==> src/rtl/iram_banked.sv <==
module iram_banked #(
  parameter int AW = 7,
  parameter int DW = 8,
  parameter logic [AW-1:0] SP_INIT = 7'h07,
  parameter logic [AW-1:0] BIT_BASE = 7'h20
) (
  input  logic          clk,
  input  logic          rst_n,
  input  logic [1:0]    bank_sel,
  input  logic          byte_req,
  input  logic          byte_wr,
  input  logic          reg_mode,
  input  logic [AW-1:0] byte_addr,
  input  logic [2:0]    reg_num,
  input  logic [DW-1:0] byte_wdata,
  input  logic [1:0]    bit_op,
  input  logic [AW-1:0] bit_addr,
  input  logic          push,
  input  logic          pop,
  input  logic [DW-1:0] push_data,
  output logic [DW-1:0] rd_data,
  output logic          bit_rdata,
  output logic [AW-1:0] sp
);
  localparam int DEPTH = 1 << AW;

  logic [DW-1:0] mem [DEPTH];

  wire           pop_win  = pop && !push;
  wire           byte_win = byte_req && !push && !pop;
  wire           bit_win  = (bit_op != 2'b00) && !push && !pop && !byte_req;
  wire [AW-1:0]  sp_next  = sp + 1'b1;
  wire [AW-1:0]  b_addr   = reg_mode ? AW'({bank_sel, reg_num}) : byte_addr;
  wire [AW-1:0]  bb       = BIT_BASE + AW'(bit_addr[AW-1:3]);
  wire [2:0]     bk       = bit_addr[2:0];
  wire [DW-1:0]  bb_byte  = mem[bb];

  always_ff @(posedge clk) begin
    if (!rst_n) begin
      for (int i = 0; i < DEPTH; i++) mem[i] <= '0;
      sp        <= SP_INIT;
      rd_data   <= '0;
      bit_rdata <= 1'b0;
    end else if (push) begin
      sp           <= sp_next;
      mem[sp_next] <= push_data;
    end else if (pop) begin
      rd_data <= mem[sp];
      sp      <= sp - 1'b1;
    end else if (byte_req) begin
      if (byte_wr) mem[b_addr] <= byte_wdata;
      else         rd_data     <= mem[b_addr];
    end else if (bit_op == 2'b01) begin
      bit_rdata <= bb_byte[bk];
    end else if (bit_op[1]) begin
      mem[bb][bk] <= bit_op[0];
    end
  end

  a_r7_push_preinc: assert property (@(posedge clk) disable iff (!rst_n)
    push |=> (sp == $past(sp_next)) && (mem[sp] == $past(push_data)));

  a_r8_pop_postdec: assert property (@(posedge clk) disable iff (!rst_n)
    pop_win |=> (sp == $past(sp) - 1'b1) && (rd_data == $past(mem[sp])));

  a_r10_sp_idle: assert property (@(posedge clk) disable iff (!rst_n)
    (!push && !pop) |=> $stable(sp));

  a_r5_bit_others: assert property (@(posedge clk) disable iff (!rst_n)
    (bit_win && bit_op[1]) |=>
      (((mem[$past(bb)] ^ $past(bb_byte)) & ~(8'd1 << $past(bk))) == 8'd0) &&
      (mem[$past(bb)][$past(bk)] == $past(bit_op[0])));

  a_r10_byte_loses: assert property (@(posedge clk) disable iff (!rst_n)
    (byte_req && !byte_wr && (push || pop)) |=> $stable(bit_rdata));
endmodule

==> config.mk <==
export PLATFORM = sky130hd
export DESIGN_NAME = iram_banked
export DESIGN_NICKNAME = d
export VERILOG_FILES = /design/src/rtl/iram_banked.sv
export SDC_FILE = /design/constraint.sdc
export NUM_CORES = 2
export LEC_CHECK = 0
export BUFFER_PORTS_ARGS = -buffer_cell sky130_fd_sc_hd__buf_2
export CAP_MARGIN = 20
export CORE_ASPECT_RATIO = 1.25
export CORE_UTILIZATION = 30
export DETAILED_ROUTE_END_ITERATION = 12
export PLACE_DENSITY_LB_ADDON = 0.05
export SLEW_MARGIN = 20
export SYNTH_ARGS = -nofsm -noshare
export SYNTH_HDL_FRONTEND = slang
export SYNTH_SLANG_ARGS = --single-unit
==> constraint.sdc <==
create_clock -name clk -period 7 [get_ports clk]
set_input_delay 1.75 -clock clk [delete_from_list [all_inputs] [get_ports clk]]
set_output_delay 1.75 -clock clk [all_outputs]
set_load 0.005 [all_outputs]
### Word level (Yosys, flattened, before mapping)

Memories as Yosys holds them, arrays and structs flattened. A register that Yosys moved wholly into a read port is not among the register bits.
Index checks and enable logic that the tools add are counted.

| storage, ports and cells | value |
|---|---|
| memories | 1 |
| memory bits (writable) | 1024 |
| input port bits | 44 |
| register bits | 16 |
| output and inout port bits | 16 |
| logic and storage cells | 60 |

Memories:

| name | depth | bits a word | read ports | clocked after memory_dff | write ports | RTL line | text |
|---|---|---|---|---|---|---|---|
| mem | 128 | 8 | 3 | 1 | 128 | 27 | `logic [DW-1:0] mem [DEPTH];` |

| cells by class | value |
|---|---|
| add/sub/neg operators | 3 |
| $lt $le $gt $ge | 2 |
| bitwise gates (word level) | 3 |
| eq/ne operators | 2 |
| reductions and logical operators | 8 |
| multiplexer cells | 38 |

Operator list:

| cell | count |
|---|---|
| 8-bit 2-to-1 mux | 8 |
| 7-bit 2-to-1 mux | 8 |
| 8-bit OR reduction | 3 |
| 1-bit 2-to-1 mux | 20 |
| 6-bit by 4-bit adder with 7-bit output (first input constant) | 1 |
| 7-bit by 1-bit adder with 7-bit output (second input constant) | 1 |
| 7-bit by 1-bit subtractor with 7-bit output (second input constant) | 1 |
| 3-bit by 4-bit less-than comparator with 1-bit output (second input constant) | 1 |
| 4-bit AND reduction | 1 |
| 2-bit nonzero test | 2 |
| 1-bit binary-select mux with 3-bit select | 1 |
| 1-bit demux with 3-bit select | 1 |
| 3-bit by 1-bit >= comparator with 1-bit output (second input constant) | 1 |
| 1-bit inverter | 3 |
| 3-bit AND reduction | 1 |
| 2-bit by 1-bit equality test with 1-bit output (second input constant) | 1 |
| 2-bit by 1-bit inequality test with 1-bit output (second input constant) | 1 |
| 1-bit logical AND | 1 |

### Logic depth before layout (Yosys ltp)

| logic depth | value |
|---|---|
| word-level depth | 9 |
| gate-level depth with buffers | 13 |
| depth with buffers taken out | 9 |

### Least setup slack after synthesis

OpenSTA, ideal clock, no wires.

| timing | value |
|---|---|
| path kind | input-to-reg |
| start | input bit_addr[3] |
| end | register bit_rdata |
| path buffers | 2 |
| library setup time | 0.120 ns |
| setup slack | 2.609 ns |
| stages | 7 |
| data arrival time | 4.271 ns |
| data required time | 6.880 ns |
| path through | clkbuf_1 > buf_1 > mux4_2 > mux4_2 > mux4_2 > mux2i_1 > a21oi_1 |

| on the way | value |
|---|---|
| cells in the longest elaborated chain, start to end | 4 |

RTL lines:

| item | RTL line | text |
|---|---|---|
| start, declared | 17 | `input logic [AW-1:0] bit_addr,` |
| 6-bit by 4-bit adder with 7-bit output | 34 | `wire [AW-1:0] bb = BIT_BASE + AW'(bit_addr[AW-1:3]);` |
| memory read 128 x 8 bit | - |  |
| 1-bit binary-select mux with 3-bit select | 54 | `bit_rdata <= bb_byte[bk];` |
| 1-bit 2-to-1 mux (implied by the code) | 54 |  |
| end signal, assigned | 54 |  |
| end, declared | 22 | `output logic bit_rdata,` |

No other way between the ends. The select of a mux whose other input is x is not followed.
A chain may end at the register's enable or synchronous reset.

==> results.md <==
| Stage | Parameter | This run |
|:---|:---|:---|
| clocking | Cell chosen for the clock root | sky130_fd_sc_hd__clkbuf_16 |
| worst setup path | Required time worst endpoint | 7.47 ns |
| worst setup path | Crit path kind | input port to flip-flop |
| clocking | CTS H-tree lvls | 4 |
| global routing | Pin count of the biggest net entering global routing | 219 |
| global routing | Number of global-route vias before repair | 44.64k |
| layout | Final standard cell utilization of the core | 33.61% |
| yosys | Post-synthesis cell area | 0.06030 mm2 |
| power and ir drop | Static leakage power | 23.69 nW |
| worst setup path | Number of buffer and inverter instances along the worst setup path | 1 |
| yosys | Asr flop ratio synth | 0% |
| timing | Maximum clock frequency | 176.6 MHz |
| die | Core Region | 0.1992 mm2 |
| clocking | Deepest clock path buffer count | 3 |
| global routing | Antenna violations before repair | 12 |
| worst hold path | Path category of the worst min-delay check | flip-flop to flip-flop |
| die | Boundary Pins | 60 |
| clocking | CTS tree | done |
| yosys | Mapped Cells | 5,653 |
| run | Max_cap viols | 0 |
| yosys | Simple-gate portion of the synthesized area | 15.26% |
| worst setup path | Gate family responsible for the most delay along the worst path | simple AND/OR/NAND/NOR gates |
| yosys | Flip-flop cell with the highest count after synthesis | sky130_fd_sc_hd__edfxtp_1 |
| timing | Post-layout minimum cycle time | 5.661 ns |
| power and ir drop | Final Power | 16.81 mW |
| run status | Outcome | finished, final reports clean |
| clocking | Cts repair resizes | 0 |
| yosys | Yosys warning count | 0 |
| worst setup path | Cell-by-cell trace of the critical path | buf_2 > nor3_1 > nand3_1 > nor2_2 > a21o_1 > and2_1 > nand2_2 > nand2_1 |
| route | Iteration-0 DRC count of the detailed router | 4,740 |
| yosys | Seq cells post-synth | 1,047 |
| die | Overall die width | 403.0 um |
| power and ir drop | Max VDD drop | 0.2076 mV |
| timing | Setup-failing EPs final | 0 |
| die | DIE AREA | 0.2028 mm2 |
| layout | Share of final-layout standard cells stronger than drive strength 1 | 16.22% |
| die | Std cell rows | 183 |
| timing | Worst-case clock skew | 0.02309 ns |
| yosys | Net count after synthesis | 5,699 |
| timing | Setup tns final | 0 ns |
| layout | Synth-to-Final Area Change | 11.03% |
| clocking | Worst skew pair latency | 0.79 ns |
| yosys | Share of synthesized area occupied by flip-flops and latches | 51.76% |
| global routing | Grt total ovfl | 0 |
| yosys | Post-synthesis mux area share | 18.54% |
| placement | Port buffer count | 59 |
| yosys | Mean cell area of the mapped netlist | 10.67 um2 |
| yosys | Synth cell types | 60 |
| route | Aggregate routed wire length | 255,800 um |
| clocking | Hold-fix buffers at CTS | 0 |
| worst setup path | Longest individual stage delay on the worst path | 0.95 ns |
| power and ir drop | Power per unit of standard cell area | 251.1 mW/mm2 |
| worst setup path | Kind of capture point of the worst setup path | flip-flop |
| timing | Number of endpoints with negative hold slack in the final report | 0 |
| clocking | Clk sinks | 1,047 |
| clocking | Clock slew seen by the registers of the worst setup and hold paths | 0.06 ns |
| placement | Post-detailed-placement cell area | 0.06302 mm2 |
| clocking | Setup Buffers After CTS | 0 |
| worst setup path | Worst EP arrival | 6.14 ns |
| yosys | Post-synth EDFFs | 1,024 |
| worst setup path | Max FO, Critical Path | 19 |
| timing | Number of max-slew violations in the final report | 0 |
| placement | Sum of net half-perimeters after detailed placement | 165,900 um |
| global routing | Global-route usage over all layers | 24.93% |
| worst setup path | Critical Path Slowest Stage Cell | sky130_fd_sc_hd__and2_1 |
| timing | Setup repair after global routing missed its margin | false |
| timing | Worst slew margin relative to its limit | 28.06% |
| worst setup path | CP Launch Type | input port |
| route | Post-DRT Antenna Nets | 0 |
| route | Drt drc | 0 |
| route | Per-cell routed wire length | 31.85 um |
| timing | Post-route fraction of the period consumed by the critical path | 80.87% |
| route | Vias/cell | 5.724 |
| route | First-pass DRT Iterations | 6 |
| yosys | Main combinational cell family by area after synthesis | multiplexers |
| placement | Routability congestion estimate | 0.8896 |
| layout | Final design area excluding fillers | 0.06695 mm2 |
| yosys | Post-synthesis share of cell area spent on xor and xnor gates | 0.1598% |
| yosys | Synthesized-area fraction occupied by ao, oa, aoi and oai cells | 9.770% |
| yosys | Adder-cell share of the synthesized area | 0.04150% |
| die | Height of the chip | 503.2 um |
| route | Vias after detailed routing | 45.98k |
| clocking | TritonCTS Buffers | 130 |
| layout | Fill cell instance count of the final layout | 20.02k |
| die | Initial Util | 30.27% |
| layout | Number of nets in the final layout | 5,384 |
| global routing | Global-route wire length before repair | 356,800 um |
| timing | Slew at the pin closest to its max-slew limit | 1.079 ns |
==> sequential cells by signal (all words and copies together) (netlist names), named ones only <==
| register | count |
|---|---|
| bit_rdata | 1 |
| mem | 1024 |
| rd_data | 8 |
| sp | 7 |
==> power by group <==
part	switching (mW)	leakage [nW]	internal, mW
Clock	2.84	1.92	3.68
Combinational	2.00	11.0	0.991
Sequential	0.189	10.8	7.11
==> Yosys cell counts (5+ instances only) <==
library cell	number	area, um2
sky130_fd_sc_hd__buf_4	7	52.55
sky130_fd_sc_hd__nand2b_1	8	50.05
sky130_fd_sc_hd__xor2_1	6	52.55
sky130_fd_sc_hd__o21ai_0	480	2402
sky130_fd_sc_hd__xnor2_1	5	43.79
sky130_fd_sc_hd__nand3_1	51	255.2
sky130_fd_sc_hd__nand2_4	7	78.83
sky130_fd_sc_hd__edfxtp_1	1024	30750
sky130_fd_sc_hd__o32a_1	9	90.09
sky130_fd_sc_hd__o21ai_1	15	75.07
sky130_fd_sc_hd__nand2_1	1016	3814
sky130_fd_sc_hd__or4_1	8	60.06
sky130_fd_sc_hd__o31ai_1	8	60.06
sky130_fd_sc_hd__nor2b_1	9	56.30
sky130_fd_sc_hd__a31oi_1	13	81.33
sky130_fd_sc_hd__dfxtp_1	23	460.4
sky130_fd_sc_hd__mux4_2	410	9234
sky130_fd_sc_hd__a21oi_1	242	1211
sky130_fd_sc_hd__mux2i_1	183	1832
sky130_fd_sc_hd__o21a_1	9	67.56
sky130_fd_sc_hd__or2_2	10	62.56
sky130_fd_sc_hd__mux2_2	6	67.56
sky130_fd_sc_hd__nor4_1	65	406.6
sky130_fd_sc_hd__nor2_1	1046	3926
sky130_fd_sc_hd__and2_1	9	56.30
sky130_fd_sc_hd__a221o_1	8	80.08
sky130_fd_sc_hd__nor3_1	16	80.08
sky130_fd_sc_hd__o221ai_1	16	140.1
sky130_fd_sc_hd__o22ai_1	81	506.7
sky130_fd_sc_hd__nor2_2	8	50.05
sky130_fd_sc_hd__a22oi_1	144	1081
sky130_fd_sc_hd__nor3_2	5	50.05
sky130_fd_sc_hd__buf_1	57	214.0
sky130_fd_sc_hd__buf_2	72	360.4
sky130_fd_sc_hd__nand2_2	9	56.30
sky130_fd_sc_hd__buf_6	8	90.09
sky130_fd_sc_hd__clkbuf_1	522	1959
sky130_fd_sc_hd__inv_1	5	18.77
==> final cells by class <==
type	count	area (um2)	area share, %
well taps	2590	3241	4.841
multi-input cells	3935	26720	39.92
flip-flops and latches	1047	31220	46.63
diodes	4	10.01	0.01495
repair buffers	219	1819	2.717
clock inverters	57	344.1	0.5140
clock buffers	176	3575	5.340
inverters	5	18.77	0.02803
==> stage by stage <==
step	instances	setup slack, ns	hold WS (ns)
finish	8033	1.339	0.6230
detailed placement	7796	0.6506	0.5886
global placement	7796	0.7370	0.5911
CTS	8029	1.546	0.6025
global route	8030	1.322	0.6643
floorplan	5653	2.609	0.4887
==> routing by layer <==
| metal | up-vias | routed length [um] | GRT usage (%) | part of all wire (%) |
|---|---|---|---|---|
| met5 | - | 21 | 0 | 0.0082 |
| met4 | 4 | 10650 | 9.859 | 4.2 |
| met3 | 330 | 15110 | 4.158 | 5.9 |
| met2 | 1593 | 125500 | 42.42 | 49 |
| met1 | 24143 | 104600 | 31.49 | 41 |
| li1 | 19910 | - | - | - |
==> final timing paths <==
path                     startpoint                       end  slack (ns)  depth (start not counted)
max reg2reg               flip-flop   rd_data[1]$_SDFFE_PN0P_        2.77                          8
min          bit_rdata$_SDFFE_PN0P_    bit_rdata$_SDFFE_PN0P_        0.62                          2
max                             pop  mem[95][3]$_SDFFCE_PN0P_        1.34                          8
min reg2reg  bit_rdata$_SDFFE_PN0P_    bit_rdata$_SDFFE_PN0P_        0.62                          2
==> cell usage in the layout (no fill, tap or decap), types with 9 or more instances in the layout <==
| cell type | instances |
|---|---|
| sky130_fd_sc_hd__a21oi_1 | 239 |
| sky130_fd_sc_hd__a22oi_1 | 144 |
| sky130_fd_sc_hd__a31oi_1 | 10 |
| sky130_fd_sc_hd__buf_12 | 25 |
| sky130_fd_sc_hd__buf_2 | 58 |
| sky130_fd_sc_hd__buf_4 | 135 |
| sky130_fd_sc_hd__clkbuf_1 | 39 |
| sky130_fd_sc_hd__clkbuf_16 | 137 |
| sky130_fd_sc_hd__clkinv_1 | 30 |
| sky130_fd_sc_hd__clkinv_2 | 18 |
| sky130_fd_sc_hd__dfxtp_1 | 21 |
| sky130_fd_sc_hd__edfxtp_1 | 1024 |
| sky130_fd_sc_hd__mux2i_1 | 179 |
| sky130_fd_sc_hd__mux4_2 | 410 |
| sky130_fd_sc_hd__nand2_1 | 1015 |
| sky130_fd_sc_hd__nand2_2 | 9 |
| sky130_fd_sc_hd__nand3_1 | 51 |
| sky130_fd_sc_hd__nor2_1 | 1044 |
| sky130_fd_sc_hd__nor3_1 | 16 |
| sky130_fd_sc_hd__nor4_1 | 65 |
| sky130_fd_sc_hd__o21ai_0 | 480 |
| sky130_fd_sc_hd__o21ai_1 | 15 |
| sky130_fd_sc_hd__o221ai_1 | 16 |
| sky130_fd_sc_hd__o22ai_1 | 81 |
==> kinds of logic after synthesis <==
group           count (synthesis)
flops                        1047
compound gates               1035
mux                           601
xor+xnor                       11
simple gates                 2286
fa+ha+maj                       2
buf+inv                       671
==> worst register-to-register path: stages (launching register included) <==
cell and delay [ns]:
sky130_fd_sc_hd__dfxtp_4 0.73, sky130_fd_sc_hd__buf_4 0.81, sky130_fd_sc_hd__mux4_2 0.65, sky130_fd_sc_hd__a22oi_1 0.49
sky130_fd_sc_hd__a21oi_1 0.27, sky130_fd_sc_hd__nor4_1 0.77, sky130_fd_sc_hd__o22ai_1 0.15, sky130_fd_sc_hd__a22oi_1 0.16
sky130_fd_sc_hd__o21ai_0 0.09
Power figures use the tool's default switching activity.
